`config.mk`:
```
export PLATFORM = sky130hd
export DESIGN_NAME = pnp_key_detector
export DESIGN_NICKNAME = d
export VERILOG_FILES = /design/src/rtl/pnp_key_pkg.sv /design/src/rtl/pnp_key_lfsr.sv /design/src/rtl/pnp_key_count.sv /design/src/rtl/pnp_key_detector.sv
export SDC_FILE = /design/constraint.sdc
export NUM_CORES = 1
export LEC_CHECK = 0
export BUFFER_PORTS_ARGS = -buffer_cell sky130_fd_sc_hd__buf_2
export CORE_MARGIN = 2
export CORE_UTILIZATION = 45
export DETAILED_ROUTE_END_ITERATION = 8
export PLACE_DENSITY = 0.72
export SLEW_MARGIN = 15
export SYNTH_ARGS = -nofsm -noshare
export SYNTH_HDL_FRONTEND = slang
export SYNTH_HIERARCHICAL = 1
export SYNTH_SLANG_ARGS = --single-unit
```
`constraint.sdc`:
```
create_clock -name clk -period 6.5 [get_ports clk]
set_input_delay 0.975 -clock clk [delete_from_list [all_inputs] [get_ports clk]]
set_output_delay 0.975 -clock clk [all_outputs]
set_load 0.03 [all_outputs]
```
`src/rtl/pnp_key_pkg.sv`:
```
package pnp_key_pkg;

  typedef enum logic [1:0] {
    KS_WAIT   = 2'b00,
    KS_CONFIG = 2'b01
  } key_state_e;

  // One step of the key generator: shift right, feedback of bit0^bit1 into bit 7
  function automatic logic [7:0] lfsr_step(input logic [7:0] cur);
    return {cur[0] ^ cur[1], cur[7:1]};
  endfunction

endpackage

```
`src/rtl/pnp_key_lfsr.sv`:
```
module pnp_key_lfsr
  import pnp_key_pkg::*;
#(
  parameter logic [7:0] SEED = 8'h6A
) (
  input  logic       clk,
  input  logic       rst,
  input  logic       advance,
  input  logic       load_second,
  input  logic       load_seed,
  output logic [7:0] cur
);

  localparam logic [7:0] SECOND = lfsr_step(SEED);

  always_ff @(posedge clk) begin
    if (rst || load_seed) cur <= SEED;
    else if (load_second) cur <= SECOND;
    else if (advance)     cur <= lfsr_step(cur);
  end

  // a restart on the seed byte leaves the generator one step past the seed
  a_r4_restart_second: assert property (@(posedge clk) disable iff (rst)
    (load_second && !load_seed) |=> (cur == SECOND));

endmodule

```
`src/rtl/pnp_key_count.sv`:
```
module pnp_key_count #(
  parameter int MAX   = 32,
  parameter int CNT_W = $clog2(MAX + 1)
) (
  input  logic             clk,
  input  logic             rst,
  input  logic             inc,
  input  logic             set_one,
  input  logic             clear,
  output logic [CNT_W-1:0] cnt
);

  always_ff @(posedge clk) begin
    if (rst || clear) cnt <= '0;
    else if (set_one) cnt <= CNT_W'(1);
    else if (inc)     cnt <= cnt + CNT_W'(1);
  end

  a_r2_cnt_bound: assert property (@(posedge clk) disable iff (rst)
    cnt <= CNT_W'(MAX));

  a_r8_idle_hold: assert property (@(posedge clk) disable iff (rst)
    !(inc || set_one || clear) |=> $stable(cnt));

endmodule

```
`src/rtl/pnp_key_detector.sv`:
```
module pnp_key_detector
  import pnp_key_pkg::*;
#(
  parameter int          KEY_LEN  = 32,
  parameter logic [7:0]  SEED     = 8'h6A,
  parameter logic [7:0]  EXT_BYTE = 8'h9C,
  parameter int          SW_W     = 5,
  parameter int          PORT_W   = 12,
  parameter logic [11:0] DEF_PORT = 12'h203
) (
  input  logic              clk,
  input  logic              bus_rst,
  input  logic              wr_valid,
  output logic              wr_ready,
  input  logic [7:0]        wr_data,
  input  logic              legacy_sel,
  input  logic [SW_W-1:0]   cfg_sw,
  output logic [1:0]        key_state,
  output logic              prog_en,
  output logic              rd_port_ovr,
  output logic [PORT_W-1:0] rd_port
);

  localparam int CNT_W = $clog2(KEY_LEN + 1);
  localparam logic [CNT_W-1:0] LAST_STD = CNT_W'(KEY_LEN - 1);
  localparam logic [CNT_W-1:0] EXT_IDX  = CNT_W'(KEY_LEN);

  key_state_e       state_q;
  logic             ovr_q;
  logic [CNT_W-1:0] cnt;
  logic [7:0]       lfsr_cur;
  logic             sw_mode, take, at_ext, hit, final_hit, miss;
  logic             do_inc, do_one, do_clr;
  logic [7:0]       expect_byte;

  assign wr_ready = 1'b1;

  assign sw_mode   = legacy_sel && (&cfg_sw);
  assign take      = wr_valid && wr_ready && (state_q == KS_WAIT);
  assign at_ext    = sw_mode && (cnt == EXT_IDX);
  assign expect_byte = at_ext ? EXT_BYTE : lfsr_cur;
  assign hit       = take && (wr_data == expect_byte);
  assign final_hit = hit && (sw_mode ? (cnt == EXT_IDX) : (cnt >= LAST_STD));
  assign miss      = take && !hit;
  assign do_inc    = hit && !final_hit;
  assign do_one    = miss && (wr_data == SEED);
  assign do_clr    = final_hit || (miss && (wr_data != SEED));

  pnp_key_lfsr #(.SEED(SEED)) lfsr_i (
    .clk(clk), .rst(bus_rst), .advance(do_inc), .load_second(do_one),
    .load_seed(do_clr), .cur(lfsr_cur)
  );

  pnp_key_count #(.MAX(KEY_LEN), .CNT_W(CNT_W)) count_i (
    .clk(clk), .rst(bus_rst), .inc(do_inc), .set_one(do_one),
    .clear(do_clr), .cnt(cnt)
  );

  always_ff @(posedge clk) begin
    if (bus_rst) begin
      state_q <= KS_WAIT;
      ovr_q   <= 1'b0;
    end else if (final_hit) begin
      state_q <= KS_CONFIG;
      ovr_q   <= sw_mode;
    end
  end

  assign key_state   = state_q;
  assign prog_en     = (state_q == KS_CONFIG);
  assign rd_port_ovr = ovr_q;
  assign rd_port     = ovr_q ? PORT_W'(DEF_PORT) : '0;

  a_r6_config_holds: assert property (@(posedge clk) disable iff (bus_rst)
    (key_state == 2'b01) |=> (key_state == 2'b01));

  a_r2_entry_on_write: assert property (@(posedge clk) disable iff (bus_rst)
    $rose(prog_en) |-> $past(wr_valid));

  a_r7_ovr_in_config: assert property (@(posedge clk) disable iff (bus_rst)
    rd_port_ovr |-> prog_en);

  a_r3_ext_byte_last: assert property (@(posedge clk) disable iff (bus_rst)
    ($rose(prog_en) && $past(sw_mode)) |-> ($past(wr_data) == EXT_BYTE));

endmodule

```
==> metrics.yaml <==
drt:
  drc_errors: 0
  vias_per_cell: 5.48
  vias: 986
  finalWirelength_um: 2260
  ant_nets: 0
  dr.pass1.iters: 4
  routedWlPerCell_um: 12.6
  first_iter_violations: 18
critical_path:
  path_delay_family: "simple AND/OR/NAND/NOR gates"
  crit_fanout: 14
  crit_arrival_ns: 4.00
  cp-start-kind: "register"
  worstPathCellList: "or4_4 -> nor4_2 -> o211ai_1 -> a211oi_2 -> nand2_1 -> nor3_2 -> nand4_2 -> or3_1 -> a21oi_1"
  slowest_stage: "nor3_2"
  crit_type: "reg2reg"
  cp_slowest_stage_delay_ns: 0.89
  cp_num_buf_inv: 0
  crit_path_end_kind: "register"
  cp_data_required_time_ns: 6.72
floorplanning:
  die-height_um: 54.4
  start_util: 0.469
  die_area_um2: 2950
  num_rows: 18
  pin_count: 34
  core_um2: 2430
  die_w_um: 54.4
synthesis:
  synthesis.instances: 131
  synth_edf_count: 0
  yosys_warnings: 6
  syn-cell-area_um2: 1140
  synth-seq-cells: 16
  async_reset_ff_frac: 0
  syn_avg_cell_area_um2: 8.71
  synth_cell_types: 42
  synth_flop_cell: "dfxtp_1"
  yosysSeqAreaShare: 0.281
global_route:
  grt_max_degree: 15
  track_usage: 0.171
  use_met3: 0.0546
  antenna_found_initial: 0
  grt_first_pass_wirelength_um: 3670
  met1_usage: 0.225
  use_met2: 0.273
  overflow: 0
  grt_pass1_vias: 865
  grt_busiest_layer: "met2"
timing:
  period_share: 0.582
  finalCriticalPeriod_ns: 3.78
  slew_violations: 0
  rsz0062_at_grt: "false"
  clock_skew_ns: 0.00810
  holdWs_ns: 0.513
  hold_viol: 0
  tns_ns: 0
  clock.fmax_mhz: 264
  relSlewSlack: 0.285
  setup_violations: 0
  tightestPinTransition_ns: 1.07
finish:
  final_common_cell: "buf_2"
  fin_nets: 169
  antenna_cells: 0
  drive_above_1_share: 0.267
  syn2layout_area_growth_pct: 8.66
  layout_common_cells: "buf_2 (22), dfxtp_1 (16), conb_1 (11)"
clock_network:
  cts_sinks: 16
  clockBufferDepth: 2
  postCtsSetupBuffers: 0
  cts_root_buf: "clkbuf_4"
  cts_resized: 0
  cts_tree: "done"
  htree_levels: 1
  clk_latency_ns: 0.28
  clkSlewWorstSetupHoldPaths_ns: 0.10
  cts-buffers-inserted: 3
  hold_buffers: 0
pwr:
  power.density_nw_per_um2: 153
  ir_worst_vdd_v: 0.000110
  leakage_nw: 0.498
placement:
  io_buffers: 22
  gp_congestion: 0.864
  hpwl_um: 1820
outcome:
  status: "completed"
flow_run:
  drv_cap: 0
min_path:
  hold_class: "reg2reg"
## cell usage after synthesis (all sizes together), types with 2 or more instances
library cell | count | area [µm²]
buf | 16 | 124
dfxtp | 16 | 320
nand2 | 9 | 33.8
nor2 | 8 | 30.0
mux2i | 7 | 70.1
nor3 | 7 | 35.0
xor2 | 7 | 61.3
nor4 | 6 | 43.8
nand4 | 5 | 37.5
o21ai | 5 | 25.0
mux2 | 3 | 33.8
nand2b | 3 | 18.8
nor2b | 3 | 18.8
o21a | 3 | 22.5
or3 | 3 | 18.8
or4 | 3 | 33.8
a211oi | 2 | 20.0
a221oi | 2 | 17.5
conb | 2 | 7.51
inv | 2 | 7.51
xnor2 | 2 | 17.5
## state kept, by name, summed over array words and instances (netlist names)
name	cells
count_i/cnt	6
lfsr_i/cur	8
rd_port_ovr	1
key_state	1
## per-layer routing
layer | routed length (µm) | share of wire | vias to the layer above
met5 | 0 | 0 | -
met4 | 15 | 0.0066 | 0
met3 | 106 | 0.047 | 2
met2 | 1060 | 0.47 | 28
met1 | 1080 | 0.48 | 458
li1 | - | - | 498
## worst register-to-register path, stage by stage (launching register included)
cell and delay, ns:
dfxtp_1 0.37, or4_4 0.58, nor4_2 0.38, o211ai_1 0.17, a211oi_2 0.39, nand2_1 0.16
nor3_2 0.89, nand4_2 0.24, or3_1 0.40, a21oi_1 0.14
## cell type report
| cell class | count | area (µm²) |
|---|---|---|
| Clock buffer | 4 | 36.3 |
| Multi-Input combinational cell | 106 | 728 |
| Fill cell | 237 | 1190 |
| Tap cell | 30 | 37.5 |
| Timing Repair Buffer | 22 | 110 |
| Sequential cell | 16 | 320 |
| Inverter | 2 | 7.51 |
## cells by family after synthesis
logic type | count (synthesis) | share of synthesized area
AO/OA/AOI/OAI | 20 | 0.135
XOR/XNOR | 9 | 0.0691
adder cells (fa/ha/maj) | 1 | 0.0110
buffers and inverters | 18 | 0.115
flip-flops | 16 | 0.281
multiplexers | 10 | 0.0910
other | 2 | 0.00658
AND/OR/NAND/NOR | 55 | 0.292
## final timing paths
| kind | startpoint | end | slack [ns] | cells past startpoint |
|---|---|---|---|---|
| min reg2reg | count_i/cnt[5] | count_i/cnt[5] | 0.51 | 2 |
| max | count_i/cnt[0] | count_i/cnt[5] | 2.72 | 9 |
| max reg2reg | count_i/cnt[0] | count_i/cnt[5] | 2.72 | 9 |
| min | count_i/cnt[5] | count_i/cnt[5] | 0.51 | 2 |
## where the power goes
part	switching [mW]	internal, mW
Combinational	0.0177	0.00768
Sequential	0.000121	0.0980
Clock	0.0315	0.0341
## through the flow
step | cell area, µm² | utilization | power, mW | std cells | worst slack [ns]
4_1_cts | 1240 | 0.510 | 0.192 | 180 | 2.73
3_5_place_dp | 1200 | 0.495 | 0.125 | 176 | 2.53
6_report | 1240 | 0.510 | 0.189 | 180 | 2.72
2_1_floorplan | 1170 | - | 0.122 | 140 | 3.08
3_3_place_gp | 1200 | 0.495 | 0.125 | 176 | 2.67
5_1_grt | 1240 | 0.510 | 0.199 | 180 | 2.45
Power figures use the tool's default switching activity.
